==> src/rtl/nvs_pkg.sv <==
package nvs_pkg;
  typedef enum logic [1:0] {
    NVM_IDLE   = 2'd0,
    NVM_ERASE  = 2'd1,
    NVM_PROG   = 2'd2,
    NVM_RECALL = 2'd3
  } nv_mode_e;

  localparam int UNLOCK_LEN = 6;

  // Unlock addresses in the order they must be read.
  function automatic logic [14:0] unlock_addr(input logic [2:0] step);
    case (step)
      3'd0:    unlock_addr = 15'h0E38;
      3'd1:    unlock_addr = 15'h31C7;
      3'd2:    unlock_addr = 15'h03E0;
      3'd3:    unlock_addr = 15'h3C1F;
      3'd4:    unlock_addr = 15'h303F;
      default: unlock_addr = 15'h0FC0;
    endcase
  endfunction
endpackage

==> src/rtl/nvs_seq_detect.sv <==
module nvs_seq_detect
  import nvs_pkg::*;
#(
  parameter int ADDR_W = 15
) (
  input  logic              clk,
  input  logic              rst_n,
  input  logic              ev_valid,
  input  logic              ev_write,
  input  logic [ADDR_W-1:0] ev_addr,
  input  logic              clear,
  output logic              fire
);
  localparam int STEP_W = $clog2(UNLOCK_LEN);
  localparam logic [STEP_W-1:0] LAST = STEP_W'(UNLOCK_LEN - 1);

  logic [STEP_W-1:0] step_q, step_d;
  logic              hit, hit_first;

  always_comb begin
    hit       = (ev_addr == ADDR_W'(unlock_addr(3'(step_q))));
    hit_first = (ev_addr == ADDR_W'(unlock_addr(3'd0)));
    fire      = ev_valid && !ev_write && hit && (step_q == LAST);
    step_d    = step_q;
    if (clear) begin
      step_d = '0;
    end else if (ev_valid) begin
      if (ev_write)       step_d = '0;
      else if (hit)       step_d = (step_q == LAST) ? '0 : step_q + 1'b1;
      else if (hit_first) step_d = STEP_W'(1);
      else                step_d = '0;
    end
  end

  always_ff @(posedge clk or negedge rst_n) begin
    if (!rst_n) step_q <= '0;
    else        step_q <= step_d;
  end
endmodule

==> src/rtl/nvs_phase_timer.sv <==
module nvs_phase_timer #(
  parameter int CNT_W = 8
) (
  input  logic             clk,
  input  logic             rst_n,
  input  logic             load,
  input  logic [CNT_W-1:0] load_val,
  output logic             zero
);
  logic [CNT_W-1:0] cnt_q, cnt_d;

  always_comb begin
    cnt_d = cnt_q;
    if (load)              cnt_d = load_val;
    else if (cnt_q != '0)  cnt_d = cnt_q - 1'b1;
    zero = (cnt_q == '0);
  end

  always_ff @(posedge clk or negedge rst_n) begin
    if (!rst_n) cnt_q <= '0;
    else        cnt_q <= cnt_d;
  end
endmodule

==> src/rtl/nvs_storage.sv <==
module nvs_storage #(
  parameter int DATA_W = 8,
  parameter int DEPTH  = 16,
  localparam int IDX_W = $clog2(DEPTH)
) (
  input  logic              clk,
  input  logic              rst_n,
  input  logic              wr_en,
  input  logic              rd_en,
  input  logic [IDX_W-1:0]  idx,
  input  logic [DATA_W-1:0] wdata,
  output logic [DATA_W-1:0] rdata,
  input  logic              nv_erase,
  input  logic              nv_program,
  input  logic              sram_restore
);
  logic [DATA_W-1:0] sram_q [DEPTH];
  logic [DATA_W-1:0] nv_q   [DEPTH];

  always_ff @(posedge clk) begin
    if (sram_restore)  sram_q <= nv_q;
    else if (wr_en)    sram_q[idx] <= wdata;
  end

  always_ff @(posedge clk) begin
    if (nv_erase) begin
      for (int i = 0; i < DEPTH; i++) nv_q[i] <= '1;
    end else if (nv_program) begin
      nv_q <= sram_q;
    end
  end

  always_ff @(posedge clk or negedge rst_n) begin
    if (!rst_n)     rdata <= '0;
    else if (rd_en) rdata <= sram_q[idx];
  end
endmodule

==> src/rtl/nv_shadow_ctrl.sv <==
module nv_shadow_ctrl
  import nvs_pkg::*;
#(
  parameter int ADDR_W      = 15,
  parameter int DATA_W      = 8,
  parameter int DEPTH       = 16,
  parameter int ERASE_CYC   = 40,
  parameter int PROG_CYC    = 60,
  parameter int RESTORE_CYC = 20
) (
  input  logic              clk,
  input  logic              rst_n,
  input  logic              acc_valid,
  input  logic              acc_write,
  input  logic              acc_oe,
  input  logic [ADDR_W-1:0] acc_addr,
  input  logic [DATA_W-1:0] acc_wdata,
  output logic [DATA_W-1:0] rd_data,
  output logic              rd_valid,
  input  logic              pwr_low,
  input  logic              pwr_good,
  output logic              busy,
  output logic [1:0]        nv_mode
);
  localparam int IDX_W   = $clog2(DEPTH);
  localparam int MAX_CYC = (ERASE_CYC > PROG_CYC) ?
                           ((ERASE_CYC > RESTORE_CYC) ? ERASE_CYC : RESTORE_CYC) :
                           ((PROG_CYC > RESTORE_CYC) ? PROG_CYC : RESTORE_CYC);
  localparam int CNT_W   = $clog2(MAX_CYC + 1);

  nv_mode_e          mode_q, mode_d;
  logic              pend_q, pend_d;
  logic              rdv_q, rdv_d;
  logic              ev_valid, seq_fire, start_recall, start_store;
  logic              tmr_load, tmr_zero;
  logic [CNT_W-1:0]  tmr_val;
  logic              do_erase, do_prog, do_restore;
  logic              wr_en, rd_en;

  assign busy     = (mode_q != NVM_IDLE);
  assign ev_valid = acc_valid && !busy;
  assign wr_en    = ev_valid && acc_write;
  assign rd_en    = ev_valid && !acc_write && acc_oe;

  assign start_recall = pend_q && pwr_good && !pwr_low && (mode_q == NVM_IDLE);
  assign start_store  = seq_fire && (mode_q == NVM_IDLE) && !start_recall;

  always_comb begin
    mode_d     = mode_q;
    tmr_load   = 1'b0;
    tmr_val    = '0;
    do_erase   = 1'b0;
    do_prog    = 1'b0;
    do_restore = 1'b0;
    case (mode_q)
      NVM_IDLE: begin
        if (start_recall) begin
          mode_d   = NVM_RECALL;
          tmr_load = 1'b1;
          tmr_val  = CNT_W'(RESTORE_CYC - 1);
        end else if (start_store) begin
          mode_d   = NVM_ERASE;
          tmr_load = 1'b1;
          tmr_val  = CNT_W'(ERASE_CYC - 1);
          do_erase = 1'b1;
        end
      end
      NVM_ERASE: if (tmr_zero) begin
        mode_d   = NVM_PROG;
        tmr_load = 1'b1;
        tmr_val  = CNT_W'(PROG_CYC - 1);
      end
      NVM_PROG: if (tmr_zero) begin
        mode_d  = NVM_IDLE;
        do_prog = 1'b1;
      end
      default: if (tmr_zero) begin
        mode_d     = NVM_IDLE;
        do_restore = 1'b1;
      end
    endcase
    if (pwr_low)           pend_d = 1'b1;
    else if (start_recall) pend_d = 1'b0;
    else                   pend_d = pend_q;
    rdv_d = rd_en;
  end

  always_ff @(posedge clk or negedge rst_n) begin
    if (!rst_n) begin
      mode_q <= NVM_IDLE;
      pend_q <= 1'b0;
      rdv_q  <= 1'b0;
    end else begin
      mode_q <= mode_d;
      pend_q <= pend_d;
      rdv_q  <= rdv_d;
    end
  end

  assign rd_valid = rdv_q;
  assign nv_mode  = mode_q;

  nvs_seq_detect #(.ADDR_W(ADDR_W)) u_seq (
    .clk(clk), .rst_n(rst_n), .ev_valid(ev_valid), .ev_write(acc_write),
    .ev_addr(acc_addr), .clear(start_recall), .fire(seq_fire)
  );

  nvs_phase_timer #(.CNT_W(CNT_W)) u_tmr (
    .clk(clk), .rst_n(rst_n), .load(tmr_load), .load_val(tmr_val), .zero(tmr_zero)
  );

  nvs_storage #(.DATA_W(DATA_W), .DEPTH(DEPTH)) u_mem (
    .clk(clk), .rst_n(rst_n), .wr_en(wr_en), .rd_en(rd_en),
    .idx(acc_addr[IDX_W-1:0]), .wdata(acc_wdata), .rdata(rd_data),
    .nv_erase(do_erase), .nv_program(do_prog), .sram_restore(do_restore)
  );
endmodule

==> config.mk <==
export PLATFORM = sky130hd
export DESIGN_NAME = nv_shadow_ctrl
export DESIGN_NICKNAME = d
export VERILOG_FILES = /design/src/rtl/nvs_pkg.sv /design/src/rtl/nvs_seq_detect.sv /design/src/rtl/nvs_phase_timer.sv /design/src/rtl/nvs_storage.sv /design/src/rtl/nv_shadow_ctrl.sv
export SDC_FILE = /design/constraint.sdc
export NUM_CORES = 1
export LEC_CHECK = 0
export ABC_AREA = 0
export BUFFER_PORTS_ARGS = -buffer_cell sky130_fd_sc_hd__buf_2
export CELL_PAD_IN_SITES_DETAIL_PLACEMENT = 1
export CELL_PAD_IN_SITES_GLOBAL_PLACEMENT = 2
export CORE_ASPECT_RATIO = 0.8
export CORE_MARGIN = 1
export CORE_UTILIZATION = 36
export DETAILED_ROUTE_END_ITERATION = 10
export GPL_ROUTABILITY_DRIVEN = 0
export GPL_TIMING_DRIVEN = 0
export PLACE_DENSITY_LB_ADDON = 0.2
export SKIP_CTS_REPAIR_TIMING = 1
export SLEW_MARGIN = 0
export SYNTH_ARGS = -nofsm -noshare
export SYNTH_HDL_FRONTEND = slang
export SYNTH_SLANG_ARGS = --single-unit
==> constraint.sdc <==
create_clock -name clk -period 5.9 [get_ports clk]
set_input_delay 0.295 -clock clk [delete_from_list [all_inputs] [get_ports clk]]
set_output_delay 0.295 -clock clk [all_outputs]
set_load 0.01 [all_outputs]
==> Word-level counts from Yosys, hierarchy flattened <==
Index checks and enable logic that the tools add are counted.
{ "classes": {"bitwise_logic": 1, "muxes": 36, "n_reduce_logical": 28, "n_addsub": 2, "n_lt_le_gt_ge": 2, "eq_ne": 11} }
{ "ops": {"columns": ["cell", "count"], "rows": [
  ["128-bit 2-to-1 mux", 2],
  ["128-bit bitwise mux", 1],
  ["14-bit one-hot mux with 5 select lines", 1],
  ["8-bit binary-select mux with 4-bit select", 1],
  ["8-bit demux with 4-bit select", 1],
  ["6-bit 2-to-1 mux", 5],
  ["8-bit 2-to-1 mux", 3],
  ["15-bit by 12-bit == test with 1-bit output, second input constant", 1],
  ["15-bit by 14-bit == test with 1-bit output", 1],
  ["3-bit 2-to-1 mux", 5],
  ["1-bit logical AND", 12],
  ["6-bit one-hot mux with 2 select lines", 1],
  ["2-bit nonzero test", 6],
  ["1-bit 2-to-1 mux", 10],
  ["2-bit 2-to-1 mux", 4],
  ["3-bit by 2-bit == test with 1-bit output, second input constant", 2],
  ["3-bit == test, second input constant", 2],
  ["6-bit zero test", 1],
  ["6-bit nonzero test", 1],
  ["6-bit by 1-bit subtractor with 6-bit output, second input constant", 1],
  ["5-bit greater-or-equal comparator, second input constant", 1],
  ["5-bit by 1-bit less-than comparator with 1-bit output, second input constant", 1],
  ["4-bit inverter with 5-bit output", 1],
  ["1-bit zero test", 4],
  ["12 further kinds", 12]
]} }
{ "word_totals": {"out_inout_bits": 12, "elab_cells": 118, "in_bits": 30, "regBits": 277} }

==> Logic depth before layout (Yosys ltp) <==
Gate-level depths: netlist (run 1).
{ "logic_depth": {"ltp_word": 12, "ltp_mapped": 9, "ltp_nobuf": 6} }

==> Cells and area by module <==
From an unflattened synthesis (run 1), not the netlist that was laid out.
{ "unflattened": {"hier_cells": 1004, "hier_area_um2": 12599.6} }
{ "modules_own_cells": {"columns": ["module", "area_per_inst_um2", "cells_per_inst", "seq_area_each_um2", "n_inst"], "rows": [
  ["nvs_storage", 11454.7, 874, 6606.3, 1],
  ["nvs_seq_detect", 451.7, 56, 75.1, 1],
  ["nvs_phase_timer", 400.4, 40, 150.1, 1],
  ["nv_shadow_ctrl", 292.8, 34, 100.1, 1]
]} }

==> Worst setup path before layout (run 1) <==
Ideal clock, no wire load.
{ "synth_timing": {"path_kind": "input to register", "start": "input acc_addr[1]", "end": "register u_mem.sram_q[100] (netlist name) (enable)", "setup_ps": 384, "path_stages": 7, "arrival_time_ps": 2313, "setup_slack_ps": 3203, "path_cell_list": "buf_2 -> buf_4 -> buf_2 -> nand2_1 -> nor3_1 -> inv_1 -> o21ai_0"} }
{ "synth_lines": {"columns": ["element", "line", "source"], "rows": [
  ["from (decl)", "nv_shadow_ctrl.sv:16", "input logic [ADDR_W-1:0] acc_addr,"],
  ["to (signal assigned)", "nvs_storage.sv:21", "if (sram_restore) sram_q <= nv_q;"],
  ["to (signal, indexed assignment)", "nvs_storage.sv:22", "else if (wr_en) sram_q[idx] <= wdata;"],
  ["to (decl)", "nvs_storage.sv:17", "logic [DATA_W-1:0] sram_q [DEPTH];"]
]} }

==> Worst setup path after layout (run 1) <==
{ "layout_timing": {"start": "register u_tmr.cnt_q[0]", "end": "register u_mem.sram_q[105] (netlist name) (enable)"} }
{ "layout_between": {"elab_chain_cells": 4} }
{ "layout_lines": {"columns": ["element", "line", "source"], "rows": [
  ["from (decl)", "nvs_phase_timer.sv:10", "logic [CNT_W-1:0] cnt_q, cnt_d;"],
  ["from (signal assigned)", "nvs_phase_timer.sv:21", "else cnt_q <= cnt_d;"],
  ["6-bit zero test", "nvs_phase_timer.sv:16", "zero = (cnt_q == '0);"],
  ["1-bit 2-to-1 mux", "nv_shadow_ctrl.sv:77", "default: if (tmr_zero) begin"],
  ["1-bit 2-to-1 mux", "nv_shadow_ctrl.sv:55", "case (mode_q)"],
  ["2-bit nonzero test (no line)", null, null]
]} }
No other way between the ends.
A chain may end at the register's enable or synchronous reset.

==> flow_summary.toml, run 1 <==
[global_route]
grt_usage_pct = 24.02
grt_pass1_wl_microns = 62620
antenna_found_initial = 2
grt_max_degree = 22
grt_overflow = 0
grt_pass1_vias = 9493

[clock_tree]
cts_buffer_depth = 3
clk_pin_slew_ns = 0.06
cts_buffers = 30
cts_tree = "built"
cts_root_buf = "clkbuf_16"
cts_htree_levels = 1
clock-sinks = 277
clk_latency_ns = 0.58

[setup_path]
worst-path-buf-inv = 4
reg2reg_slack_ns = 2.07
r2r-start = "u_tmr.cnt_q[0]$_DFFE_PN0P_"
required_ns = 6.03
path_cells = "inv_1 -> ha_1 -> and3_1 -> clkbuf_1 -> nand3_1 -> clkbuf_1 -> clkbuf_1 -> o21ai_0"
cp-start-kind = "flop"
worst_r2r_path_depth = 8
critPathLaunch = "u_tmr.cnt_q[0]$_DFFE_PN0P_"
cp-end-kind = "flop"
path_depth = 8
crit_path_max_fanout = 10
critPathTopFamily = "buffers and inverters"
crit_path_max_incr_delay_ns = 0.65
crit_type = "flop to flop"
crit_top_cell = "clkbuf_1"
arrival_ns = 3.96
cpMaxStageDelayCell = "o21ai_0"

[die]
die_area_sq_um = 35730
io_pins = 42
rows = 60
fp.dieH_microns = 169.3
core_area_sq_um = 34010
die_w_microns = 211.1
initial_core_util_pct = 37.02

[power_and_ir_drop]
p_leak_nw = 7.042
power_density_nw_per_um2 = 401.0
vdd_drop_max_v = 0.0002115

[finish]
fin_nets = 1305
post_route_cells_drive_above_1_share_pct = 12.88
final_cell_mix = "398 x nand2_1, 137 x nand3_1, 128 x mux2i_1, 128 x dfxtp_1, 128 x edfxtp_1"
fill_cells = 3775
area.growth.synth_to_final_pct = 14.70
final_area_sq_um = 14440
mostFrequentLayoutCell = "nand2_1"

[logic_synthesis]
syn_area_sq_um = 12590
avgSynthCellArea_sq_um = 10.45
synthXorXnorAreaFrac_pct = 0.3478
yosys-mux-area-fraction_pct = 18.05
synth_top_family_by_area = "simple AND/OR/NAND/NOR gates"
synth_adder_area_share_pct = 0.1988
synth_ff_type = "edfxtp_1"
syn_nets = 1237
yosysWarnings = 0
synth_compound_area_share_pct = 2.276
synth_edf_count = 128
synthSimpleGateAreaFrac_pct = 20.27
ys_ff_latch = 277
async_flop_share_pct = 7.581
ys_seq_area_share_pct = 55.06
syn_inst = 1205
synth_cell_types = 53

[status]
status = "finished, final reports clean"

[timing]
clock_skew_ns = 0.009664
slew_violations = 0
tns_ns = 0
fin_crit_sh_pct = 64.86
worst_slack_ns = 2.073
rsz0062_at_grt = "no"
fin_crit_ns = 3.827
worstMarginPinSlew_ns = 1.363
slew_headroom_pct = 8.157
setup_viol = 0
hold_viol = 0
max_clock_freq_mhz = 261.3

[routing]
drcViolationCount = 0
dr.pass1.iters = 5
routed_via_density = 5.309
routedWlPerCell_microns = 23.92
vias = 9360
routed_wl_microns = 42180
drtIter0Drc = 799
ant_nets = 0

[run]
cap_violations = 0

[place]
dp_hpwl_microns = 30400
io_buffers = 29
preCtsSetupSlack_ns = 1.792
place_area_sq_um = 13360

[min_path]
hold_depth = 4
min_from = "acc_write"
hold_path_class = "input port to flop"
## Yosys cell counts, types with 9 or more instances
cell type  instances  area [sq um]
o31ai_1           10         75.07
nand3_1          137         685.7
mux2i_1          128          1281
buf_2             16         80.08
o21ai_0            9         45.04
dfxtp_1          128          2562
buf_1             20         75.07
mux4_2            40         900.9
edfxtp_1         128          3844
inv_1             13         48.80
nor3_1            10         50.05
clkbuf_1          55         206.5
nor2_1            19         71.32
dfrtp_1           21         525.5
nand2_1          398          1494
## logic make-up after synthesis
| logic type | Yosys count |
|---|---|
| AO/OA/AOI/OAI | 38 |
| XOR/XNOR | 5 |
| buffers and inverters | 111 |
| flip-flops | 277 |
| AND/OR/NAND/NOR | 596 |
| multiplexers | 176 |
| adder cells (fa/ha/maj) | 2 |
## worst min-delay path: stages
cell and delay, ns:
buf_2 0.10, nor4b_1 0.08, nand4b_1 0.10, o21ai_1 0.06
## through the flow
step	power [mW]	hold slack, ns	instances	utilization, %
2_1_floorplan	3.449	-0.0005911	1205	-
4_1_cts	5.824	-0.2855	1759	42.31
5_1_grt	6.064	0.1340	1762	42.45
6_report	5.790	0.1081	1763	42.46
3_5_place_dp	3.820	0.3330	1703	39.30
3_3_place_gp	3.752	0.3223	1699	39.16
## path summary, 6_finish.rpt
path	endpoint
worst max-delay path	u_mem.sram_q[105]$_DFFE_PP_
worst min-delay path	u_seq.step_q[1]$_DFFE_PN0P_
min in group asynchronous	u_tmr.cnt_q[1]$_DFFE_PN0P_
worst max register to register	u_mem.sram_q[105]$_DFFE_PP_
max in group asynchronous	u_mem.rdata[7]$_DFFE_PN0P_
worst min register to register	u_mem.nv_q[46]$_SDFFE_PP1P_
## flip-flops by register name, indices dropped and copies added (netlist names)
| signal | flops |
|---|---|
| u_mem.nv_q | 128 |
| u_mem.sram_q | 128 |
| u_mem.rdata | 8 |
| u_tmr.cnt_q | 6 |
| u_seq.step_q | 3 |
| nv_mode | 2 |
| pend_q | 1 |
| rd_valid | 1 |
## final cells by class
cell class	count	area (sq um)	area share [%]
inverters	13	48.80	0.3379
well taps	465	581.8	4.029
clock buffers	40	849.6	5.883
clock inverters	16	176.4	1.222
multi-input cells	817	5223	36.17
repair buffers	36	197.7	1.369
plain buffers	98	429.2	2.972
flip-flops and latches	277	6932	48.00
diodes	1	2.502	0.01733
## power breakdown
| group | switching (mW) | total, mW | internal (mW) | leakage, nW |
|---|---|---|---|---|
| sequential | 0.290 | 2.81 | 2.52 | 2.47 |
| clock | 0.818 | 2.00 | 1.18 | 0.513 |
| combinational | 0.553 | 0.987 | 0.434 | 4.06 |
| total | 1.66 | 5.79 | 4.13 | 7.04 |
## per-layer routing
layer	wire, microns	vias to the layer above	track usage [%]	part of all wire (%)
met3	2418	61	4.404	5.7
met5	13	-	0	0.031
li1	-	4336	-	-
met1	20820	4723	36.09	49
met4	1014	2	6.459	2.4
met2	17920	238	35.17	42
Note: power is estimated with default switching activity, not from simulation.
==> inputs of run 2 (changes only) <==
==> constraint.sdc (replaced) <==
create_clock -name clk -period 3.9 [get_ports clk]
set_input_delay 0.195 -clock clk [delete_from_list [all_inputs] [get_ports clk]]
set_output_delay 0.195 -clock clk [all_outputs]
set_load 0.01 [all_outputs]
==> flow_summary.toml, run 2 (synthesis gave the netlist of run 1 again) <==
[status]
status = "finished, final reports clean"

[global_route]
antenna_found_initial = 2
grt_usage_pct = 24.02
grt_pass1_wl_microns = 62620
grt_max_degree = 22
grt_overflow = 0
grt_pass1_vias = 9493

[routing]
drcViolationCount = 0
dr.pass1.iters = 5
vias = 9376
drtIter0Drc = 803
routedWlPerCell_microns = 23.94
routed_wl_microns = 42190
routed_via_density = 5.321
ant_nets = 0

[setup_path]
worst_r2r_path_depth = 9
cp-start-kind = "flop"
crit_type = "flop to flop"
arrival_ns = 4.07
required_ns = 4.23
r2r-start = "u_tmr.cnt_q[0]$_DFFE_PN0P_"
worstReg2RegEnd = "u_mem.sram_q[36]$_DFFE_PP_"
crit_path_max_fanout = 10
reg2reg_slack_ns = 0.16
cp-end-kind = "flop"

[die]
initial_core_util_pct = 37.02
rows = 60
die_w_microns = 211.1
core_area_sq_um = 34010
io_pins = 42
die_area_sq_um = 35730
fp.dieH_microns = 169.3

[clock_tree]
cts_root_buf = "clkbuf_16"
clk_pin_slew_ns = 0.06
clk_latency_ns = 0.58
cts_buffers = 30
clock-sinks = 277
cts_tree = "built"
cts_htree_levels = 1
cts_buffer_depth = 3

[min_path]
min_from = "acc_write"
hold_path_class = "input port to flop"
hold_depth = 4
min_to = "u_seq.step_q[1]$_DFFE_PN0P_"

[timing]
hold_viol = 0
max_clock_freq_mhz = 267.6
worst_slack_ns = 0.1625
rsz0062_at_grt = "no"
slew_headroom_pct = 13.06
slew_violations = 0
tns_ns = 0
timing.hold.ws_ns = 0.008100
worstMarginPinSlew_ns = 1.294
setup_viol = 0
fin_crit_ns = 3.737
clock_skew_ns = 0.009668
fin_crit_sh_pct = 95.83

[finish]
final_area_sq_um = 14440
final_cell_mix = "398 x nand2_1, 137 x nand3_1, 128 x mux2i_1, 128 x dfxtp_1, 128 x edfxtp_1"
n_antenna_cell = 0
top_regs = "u_mem.nv_q x128, u_mem.sram_q x128, u_mem.rdata x8"
post_route_cells_drive_above_1_share_pct = 12.88
area.growth.synth_to_final_pct = 14.68
fin_nets = 1305
mostFrequentLayoutCell = "nand2_1"

[power_and_ir_drop]
vdd_drop_max_v = 0.0003198
power_density_nw_per_um2 = 606.8
power_mw = 8.760
p_leak_nw = 7.041

[place]
io_buffers = 29
dp_hpwl_microns = 30400
place_area_sq_um = 13360
preCtsSetupSlack_ns = -0.1078

[run]
cap_violations = 0
## run 2: cell count changes in the layout (fill, tap and decap cells not counted)
cell,change
o21ai_1,+1
diode_2,-1
o21ai_0,-1
## run 2: layout make-up
| type | instances | area (sq um) |
|---|---|---|
| clock buffer | 40 | 849.6 |
| tap | 465 | 581.8 |
| multi-input combinational | 817 | 5223 |
| sequential | 277 | 6932 |
| buffer | 98 | 429.2 |
| clock inverter | 16 | 176.4 |
| fill | 3775 | 19570 |
| timing repair buffer | 36 | 197.7 |
| inverter | 13 | 48.80 |
## run 2: per-layer routing
metal  wire, microns  GRT usage, %  vias up
met2           17850         35.17      257
met3            2498         4.404       65
met5              23             0        -
met4            1067         6.459        4
met1           20750         36.09     4716
li1                -             -     4334
## run 2: critical path: stages (launching register included)
cell	delay (ns)
dfrtp_1	0.37
inv_1	0.08
ha_1	0.25
and3_1	0.16
clkbuf_1	0.18
nand3_1	0.55
clkbuf_1	0.61
buf_1	0.64
o31ai_1	0.37
buf_2	0.27
## run 2: how the worst max path moves through the flow
stage | to | start | slack [ns]
detailed placement | u_mem.sram_q[106]$_DFFE_PP_ | acc_addr[1] | -0.11
global placement | u_mem.sram_q[114]$_DFFE_PP_ | acc_addr[0] | -0.05
CTS | u_mem.sram_q[110]$_DFFE_PP_ | u_tmr.cnt_q[0]$_DFFE_PN0P_ | 0.13
global route | u_mem.sram_q[102]$_DFFE_PP_ | u_tmr.cnt_q[0]$_DFFE_PN0P_ | 0.02
floorplan | u_mem.sram_q[100]$_DFFE_PP_ | acc_addr[1] | 1.30
finish | u_mem.sram_q[36]$_DFFE_PP_ | u_tmr.cnt_q[0]$_DFFE_PN0P_ | 0.16
## run 2: where the power goes
group / switching (mW) / internal, mW / total [mW] / leakage [nW]
combinational: 0.838 / 0.656 / 1.49 / 4.06
sequential: 0.439 / 3.81 / 4.25 / 2.47
clock: 1.24 / 1.78 / 3.02 / 0.513
## run 2: stage by stage
stage / instances / utilization [%]
floorplan: 1205 / -
global placement: 1699 / 39.16
detailed placement: 1703 / 39.30
CTS: 1759 / 42.31
global route: 1762 / 42.45
finish: 1762 / 42.45
